===== config.mk =====
export PLATFORM = sky130hd
export DESIGN_NAME = beam_batch_counter
export DESIGN_NICKNAME = d
export VERILOG_FILES = /design/src/rtl/beam_batch_pkg.sv /design/src/rtl/beam_sync_filter.sv /design/src/rtl/johnson_ring.sv /design/src/rtl/johnson_decode.sv /design/src/rtl/beam_batch_counter.sv
export SDC_FILE = /design/constraint.sdc
export NUM_CORES = 1
export LEC_CHECK = 0
export ABC_CLOCK_PERIOD_IN_PS = 2400
export BUFFER_PORTS_ARGS = -buffer_cell sky130_fd_sc_hd__buf_2
export CAP_MARGIN = 10
export CORE_AREA = 2 2 43 45
export DETAILED_ROUTE_END_ITERATION = 8
export DIE_AREA = 0 0 45 47
export PLACE_DENSITY_LB_ADDON = 0.15
export SLEW_MARGIN = 5
export SYNTH_ARGS = -nofsm -noshare
export SYNTH_HDL_FRONTEND = slang
export SYNTH_SLANG_ARGS = --single-unit

===== constraint.sdc =====
create_clock -name clk -period 2.4 [get_ports clk]
set_clock_uncertainty 0.05 [all_clocks]
set_input_delay 0 -clock clk [delete_from_list [all_inputs] [get_ports clk]]
set_output_delay 0 -clock clk [all_outputs]
set_load 0.05 [all_outputs]

===== src/rtl/beam_batch_pkg.sv =====
// Shared constants and helpers for the beam-break batch counter.
// Assumes a five-stage ring whose bit 0 is the first stage.
package beam_batch_pkg;

    localparam int RING_W = 5;
    localparam int NPOS   = 5;

    typedef logic [RING_W-1:0] ring_t;
    typedef logic [NPOS-1:0]   pos_t;

    // A legal pattern is a run of ones starting at bit 0, with the last stage clear.
    function automatic logic ring_legal(ring_t r);
        logic ok;
        ok = ~r[RING_W-1];
        for (int i = 1; i < RING_W; i++) begin
            if (r[i] && !r[i-1]) ok = 1'b0;
        end
        return ok;
    endfunction

endpackage


===== src/rtl/beam_sync_filter.sv =====
// Synchronizes the raw beam level and accepts a level change only after
// it has held for STABLE_CYCLES cycles. It emits a one-cycle pulse on each
// accepted lit-to-blocked change.
// Assumes sensor_lit is asynchronous and that the beam is lit at reset.
module beam_sync_filter #(
    parameter int SYNC_STAGES   = 2,
    parameter int STABLE_CYCLES = 4
) (
    input  logic clk,
    input  logic rst_n,
    input  logic sensor_lit,
    output logic block_evt
);
    localparam int CNT_W = $clog2(STABLE_CYCLES + 1);
    localparam logic [CNT_W-1:0] CNT_LAST = CNT_W'(STABLE_CYCLES - 1);

    logic [SYNC_STAGES-1:0] sync_q;
    logic                   level_q;
    logic [CNT_W-1:0]       hold_cnt;
    logic                   synced;

    // Synchronizer chain, one flop per stage.
    genvar g;
    generate
        for (g = 0; g < SYNC_STAGES; g++) begin : g_sync
            if (g == 0) begin : g_first
                // Purpose: first capture of the asynchronous level.
                always_ff @(posedge clk) begin
                    if (!rst_n) sync_q[0] <= 1'b1;
                    else        sync_q[0] <= sensor_lit;
                end
            end else begin : g_next
                // Purpose: further metastability settling stage.
                always_ff @(posedge clk) begin
                    if (!rst_n) sync_q[g] <= 1'b1;
                    else        sync_q[g] <= sync_q[g-1];
                end
            end
        end
    endgenerate

    assign synced = sync_q[SYNC_STAGES-1];

    // Purpose: stability filter and edge pulse for a newly accepted blockage.
    always_ff @(posedge clk) begin
        if (!rst_n) begin
            level_q   <= 1'b1;
            hold_cnt  <= '0;
            block_evt <= 1'b0;
        end else begin
            block_evt <= 1'b0;
            if (synced != level_q) begin
                if (hold_cnt == CNT_LAST) begin
                    level_q   <= synced;
                    hold_cnt  <= '0;
                    block_evt <= ~synced;
                end else begin
                    hold_cnt <= hold_cnt + 1'b1;
                end
            end else begin
                hold_cnt <= '0;
            end
        end
    end

endmodule


===== src/rtl/johnson_ring.sv =====
// Five-stage twisted-ring state with a synchronous wrap at position 4.
// It computes the next state for the output decoder and a wrap strobe.
// Assumes advance is a single-cycle, already qualified event.
module johnson_ring
    import beam_batch_pkg::*;
(
    input  logic  clk,
    input  logic  rst_n,
    input  logic  advance,
    output ring_t ring_q,
    output ring_t ring_d,
    output logic  wrap_q
);
    logic at_last;
    logic wrap_d;
    logic bad;

    // Position 4 has stage 4 set and stage 5 clear.
    assign at_last = ring_q[RING_W-2] & ~ring_q[RING_W-1];
    // An illegal pattern or the terminal pattern is an error.
    assign bad     = ~ring_legal(ring_q) | (ring_q[0] & ring_q[RING_W-1]);

    // Purpose: next-state selection among recover, wrap, shift and hold.
    always_comb begin
        ring_d = ring_q;
        wrap_d = 1'b0;
        if (bad) begin
            ring_d = '0;
        end else if (advance) begin
            if (at_last) begin
                ring_d = '0;
                wrap_d = 1'b1;
            end else begin
                ring_d = {ring_q[RING_W-2:0], ~ring_q[RING_W-1]};
            end
        end
    end

    // Purpose: ring state and wrap strobe registers.
    always_ff @(posedge clk) begin
        if (!rst_n) begin
            ring_q <= '0;
            wrap_q <= 1'b0;
        end else begin
            ring_q <= ring_d;
            wrap_q <= wrap_d;
        end
    end

endmodule


===== src/rtl/johnson_decode.sv =====
// Two-input decode of a twisted-ring pattern into one-hot positions.
// Assumes the input is one of the five legal patterns.
module johnson_decode
    import beam_batch_pkg::*;
(
    input  ring_t ring,
    output pos_t  pos
);
    genvar i;
    generate
        for (i = 0; i < NPOS; i++) begin : g_pos
            if (i == 0) begin : g_zero
                assign pos[0] = ~ring[0] & ~ring[RING_W-1];
            end else begin : g_mid
                assign pos[i] = ring[i-1] & ~ring[i];
            end
        end
    endgenerate

endmodule


===== src/rtl/beam_batch_counter.sv =====
// Top level: conditioned beam events step the twisted-ring state. The
// decoded positions are registered so that each output leaves one flop.
// Assumes a single clock and a synchronous active-low reset.
module beam_batch_counter
    import beam_batch_pkg::*;
#(
    parameter int SYNC_STAGES   = 2,
    parameter int STABLE_CYCLES = 4
) (
    input  logic             clk,
    input  logic             rst_n,
    input  logic             sensor_lit,
    input  logic             count_en_n,
    output logic [NPOS-1:0]  pos_q,
    output logic             batch_done
);
    logic  block_evt;
    logic  advance;
    ring_t ring_q;
    ring_t ring_d;
    pos_t  pos_next;

    beam_sync_filter #(
        .SYNC_STAGES   (SYNC_STAGES),
        .STABLE_CYCLES (STABLE_CYCLES)
    ) u_filter (
        .clk        (clk),
        .rst_n      (rst_n),
        .sensor_lit (sensor_lit),
        .block_evt  (block_evt)
    );

    assign advance = block_evt & ~count_en_n;

    johnson_ring u_ring (
        .clk     (clk),
        .rst_n   (rst_n),
        .advance (advance),
        .ring_q  (ring_q),
        .ring_d  (ring_d),
        .wrap_q  (batch_done)
    );

    johnson_decode u_dec (
        .ring (ring_d),
        .pos  (pos_next)
    );

    // Purpose: register the decoded positions in step with the ring state.
    always_ff @(posedge clk) begin
        if (!rst_n) pos_q <= NPOS'(1);
        else        pos_q <= pos_next;
    end

endmodule


==> run_results.csv <==
group,metric,value,unit
placement,dp_cells,91,
layout,n_antenna_cell,0,
drt,postRouteWirelength,1.00,mm
die,coreArea,1650,sq um
run,cap_violations,0,
status,status,"completed",
timing,drv_slew,0,
cts,cts_sinks,18,
die,dieHeight,47,um
placement,portBuffers,9,
layout,stdcell_count,99,
critical_path,cpPeakStageDelay,0.53,ns
synthesis,yosysUniqueCellTypes,25,
layout,nets,89,
critical_path,crit_required,2.54,ns
cts,cts_root_buf,"clkbuf_4",
layout,layout_common_cells,"dfxtp_1 (18), buf_2 (9), a21oi_1 (6), nand2b_1 (5), nand2_1 (5)",
die,rows,15,
drt,drt-initial-drc-count,5,
synthesis,synth.cell_area,682,sq um
global_route,grt_pass1_vias,451,
synthesis,seq_area_frac_synth,52.8,%
synthesis,yosys.area.top_type,"dfxtp_1",
die,ios,10,
worst_hold_path,hold_path.class,"flip-flop to flip-flop",
power,leakagePower,0.305,nW
cts,cts_buffer_depth,2,
timing,setup-tns-final,0,ns
cts,clkTransAtPathRegs,0.10,ns
synthesis,synth_cells,66,
timing,setup_viol,0,
timing,rsz0062_at_grt,"no",
layout,fillerInstances,178,
global_route,grt_max_degree,13,
global_route,met2_usage,22.6,%
global_route,use_met1,13.4,%
global_route,grt_busiest_layer,"met2",
drt,drt_pass1_iterations,4,
synthesis,synth_top_cell_area_share,52.8,%
cts,post-cts-setup-buffer-count,0,
timing,timing.final.crit_period,1.40,ns
synthesis,synth_seq_cells,18,
drt,vias_per_cell,5.05,
synthesis,synthArstFlopShare,0,%
global_route,antenna_found_initial,0,
global_route,grt_overflow,0,
drt,routedWlPerCell,10.1,um
die,die_area,2120,sq um
timing,fin_crit_sh,58.2,%
cts,h-tree-depth,1,
synthesis,synth_flop_cell,"dfxtp_1",
drt,num_vias,500,
global_route,track_usage,13.1,%
drt,drcViolationCount,0,
synthesis,syn_nets,72,
power,power.density,614,nW/um^2
die,start_util,41.3,%
global_route,use_met3,6.92,%
placement,finalWeightedCongestion,0.678,
critical_path,cp-end-kind,"flip-flop",
placement,hpwlAfterDp,678,um
die,fp.dieW,45,um
synthesis,ys_warn_count,0,
power,peakVddDrop,0.358,mV
cts,clock_latency,0.29,ns
critical_path,crit_chain,"dlygate4sd3_1 > buf_2 > nand2b_1 > or3_1 > a21o_1",
synthesis,avgSynthCellArea,10.3,sq um
critical_path,cp-start-kind,"input pin",
layout,final_common_cell,"dfxtp_1",
synthesis,synth_area_leaders,"dfxtp_1 (53%), nand2b_1 (4.6%), a21oi_1 (4.4%)",
drt,final_antenna_net_count,0,
critical_path,cp_max_fo,12,
layout,drive_gt1_share,20.7,%
timing,hold_violations,0,
global_route,grt_pass1_wl,1.90,mm
synthesis,synth_enable_flop_cells,0,
critical_path,cp_data_arrival_time,1.54,ns
cts,cts_buffers,3,
critical_path,critPathSlowestCell,"dlygate4sd3_1",
critical_path,path_class,"input pin to flip-flop",
layout,syn_to_final_growth,20.2,%
cts,cts_tree,"built",
timing,fmax,0.715,GHz
[critical path: cells and delay by family]
| kind | cells | cell delay (ns) |
|---|---|---|
| buf+inv | 2 | 0.65 |
| compound gates | 1 | 0.18 |
| simple gates | 2 | 0.70 |
[path summary, 6_finish.rpt]
kind                      startpoint              end  slack (ns)  depth (start not counted)
setup reg to reg  u_filter.block_evt         pos_q[0]        1.11                          3
hold / removal    u_filter.sync_q[0]  u_filter.synced        0.37                          1
hold reg to reg   u_filter.sync_q[0]  u_filter.synced        0.37                          1
setup / recovery          count_en_n         pos_q[0]        1.00                          5
[synth_stat cells, types with 2 or more instances]
| cell type | instances |
|---|---|
| dfxtp_1 | 18 |
| a21oi_1 | 6 |
| nand2_1 | 5 |
| nand2b_1 | 5 |
| nand3_1 | 4 |
| inv_1 | 3 |
| nor2_1 | 3 |
| a211oi_1 | 2 |
| ha_1 | 2 |
| nand3b_1 | 2 |
| nor2b_1 | 2 |
[state kept, by name, indices dropped and copies added, names as in the netlist]
register and cells:
pos_q 5, u_filter.block_evt 1, u_filter.hold_cnt 3, u_filter.level_q 1
u_filter.sync_q 1, u_filter.synced 1, u_ring.ring_q 5, u_ring.wrap_q 1
[cell families after synthesis]
group / Yosys count / share of synthesized area (%)
and+or+nand+nor: 28 / 25.0
DFF: 18 / 52.8
other: 1 / 0.550
buffers and inverters: 4 / 2.38
adders and majority gates: 2 / 3.67
AOI/OAI and AO/OA: 11 / 12.8
xor gates and xnor gates: 1 / 1.28
muxes: 1 / 1.47
[final cells by class]
type / instances / area, sq um / share of cell area [%]
well taps: 17 / 21.3 / 2.60
flip-flops and latches: 18 / 360 / 44.0
repair buffers: 13 / 85.1 / 10.4
inverters: 3 / 11.3 / 1.37
clock buffers: 4 / 36.3 / 4.43
multi-input cells: 44 / 305 / 37.3
[report_power, final]
| part | internal, mW | switching [mW] | total (mW) | leakage, nW |
|---|---|---|---|---|
| sequential | 0.301 | 0.00176 | 0.303 | 0.146 |
| clock | 0.0924 | 0.0899 | 0.182 | 0.0210 |
| combinational | 0.0105 | 0.00716 | 0.0176 | 0.138 |
| total | 0.404 | 0.0988 | 0.503 | 0.305 |
[timing repair]
action / in CTS / in global routing
resized for setup: 0 / 0
hold endpoints to repair: 9 / 0
hold buffers: 4 / 0
[metrics by stage]
step	setup slack, ns	total power [mW]	cell area (sq um)	util (%)	hold WS (ns)
6_report	1.00	0.503	820	49.6	0.371
2_1_floorplan	1.31	0.318	682	-	0.0119
5_1_grt	0.937	0.530	820	49.6	0.398
3_3_place_gp	1.16	0.323	743	45.0	0.130
3_5_place_dp	1.14	0.323	743	45.0	0.136
4_1_cts	1.02	0.515	820	49.6	0.378
[routing by layer]
layer  vias up  share of wire (%)
met5         -                  0
met4         0                1.3
met3         2                6.1
met2        12                 50
met1       229                 42
li1        257                  -
(Power assumes the default switching activity.)
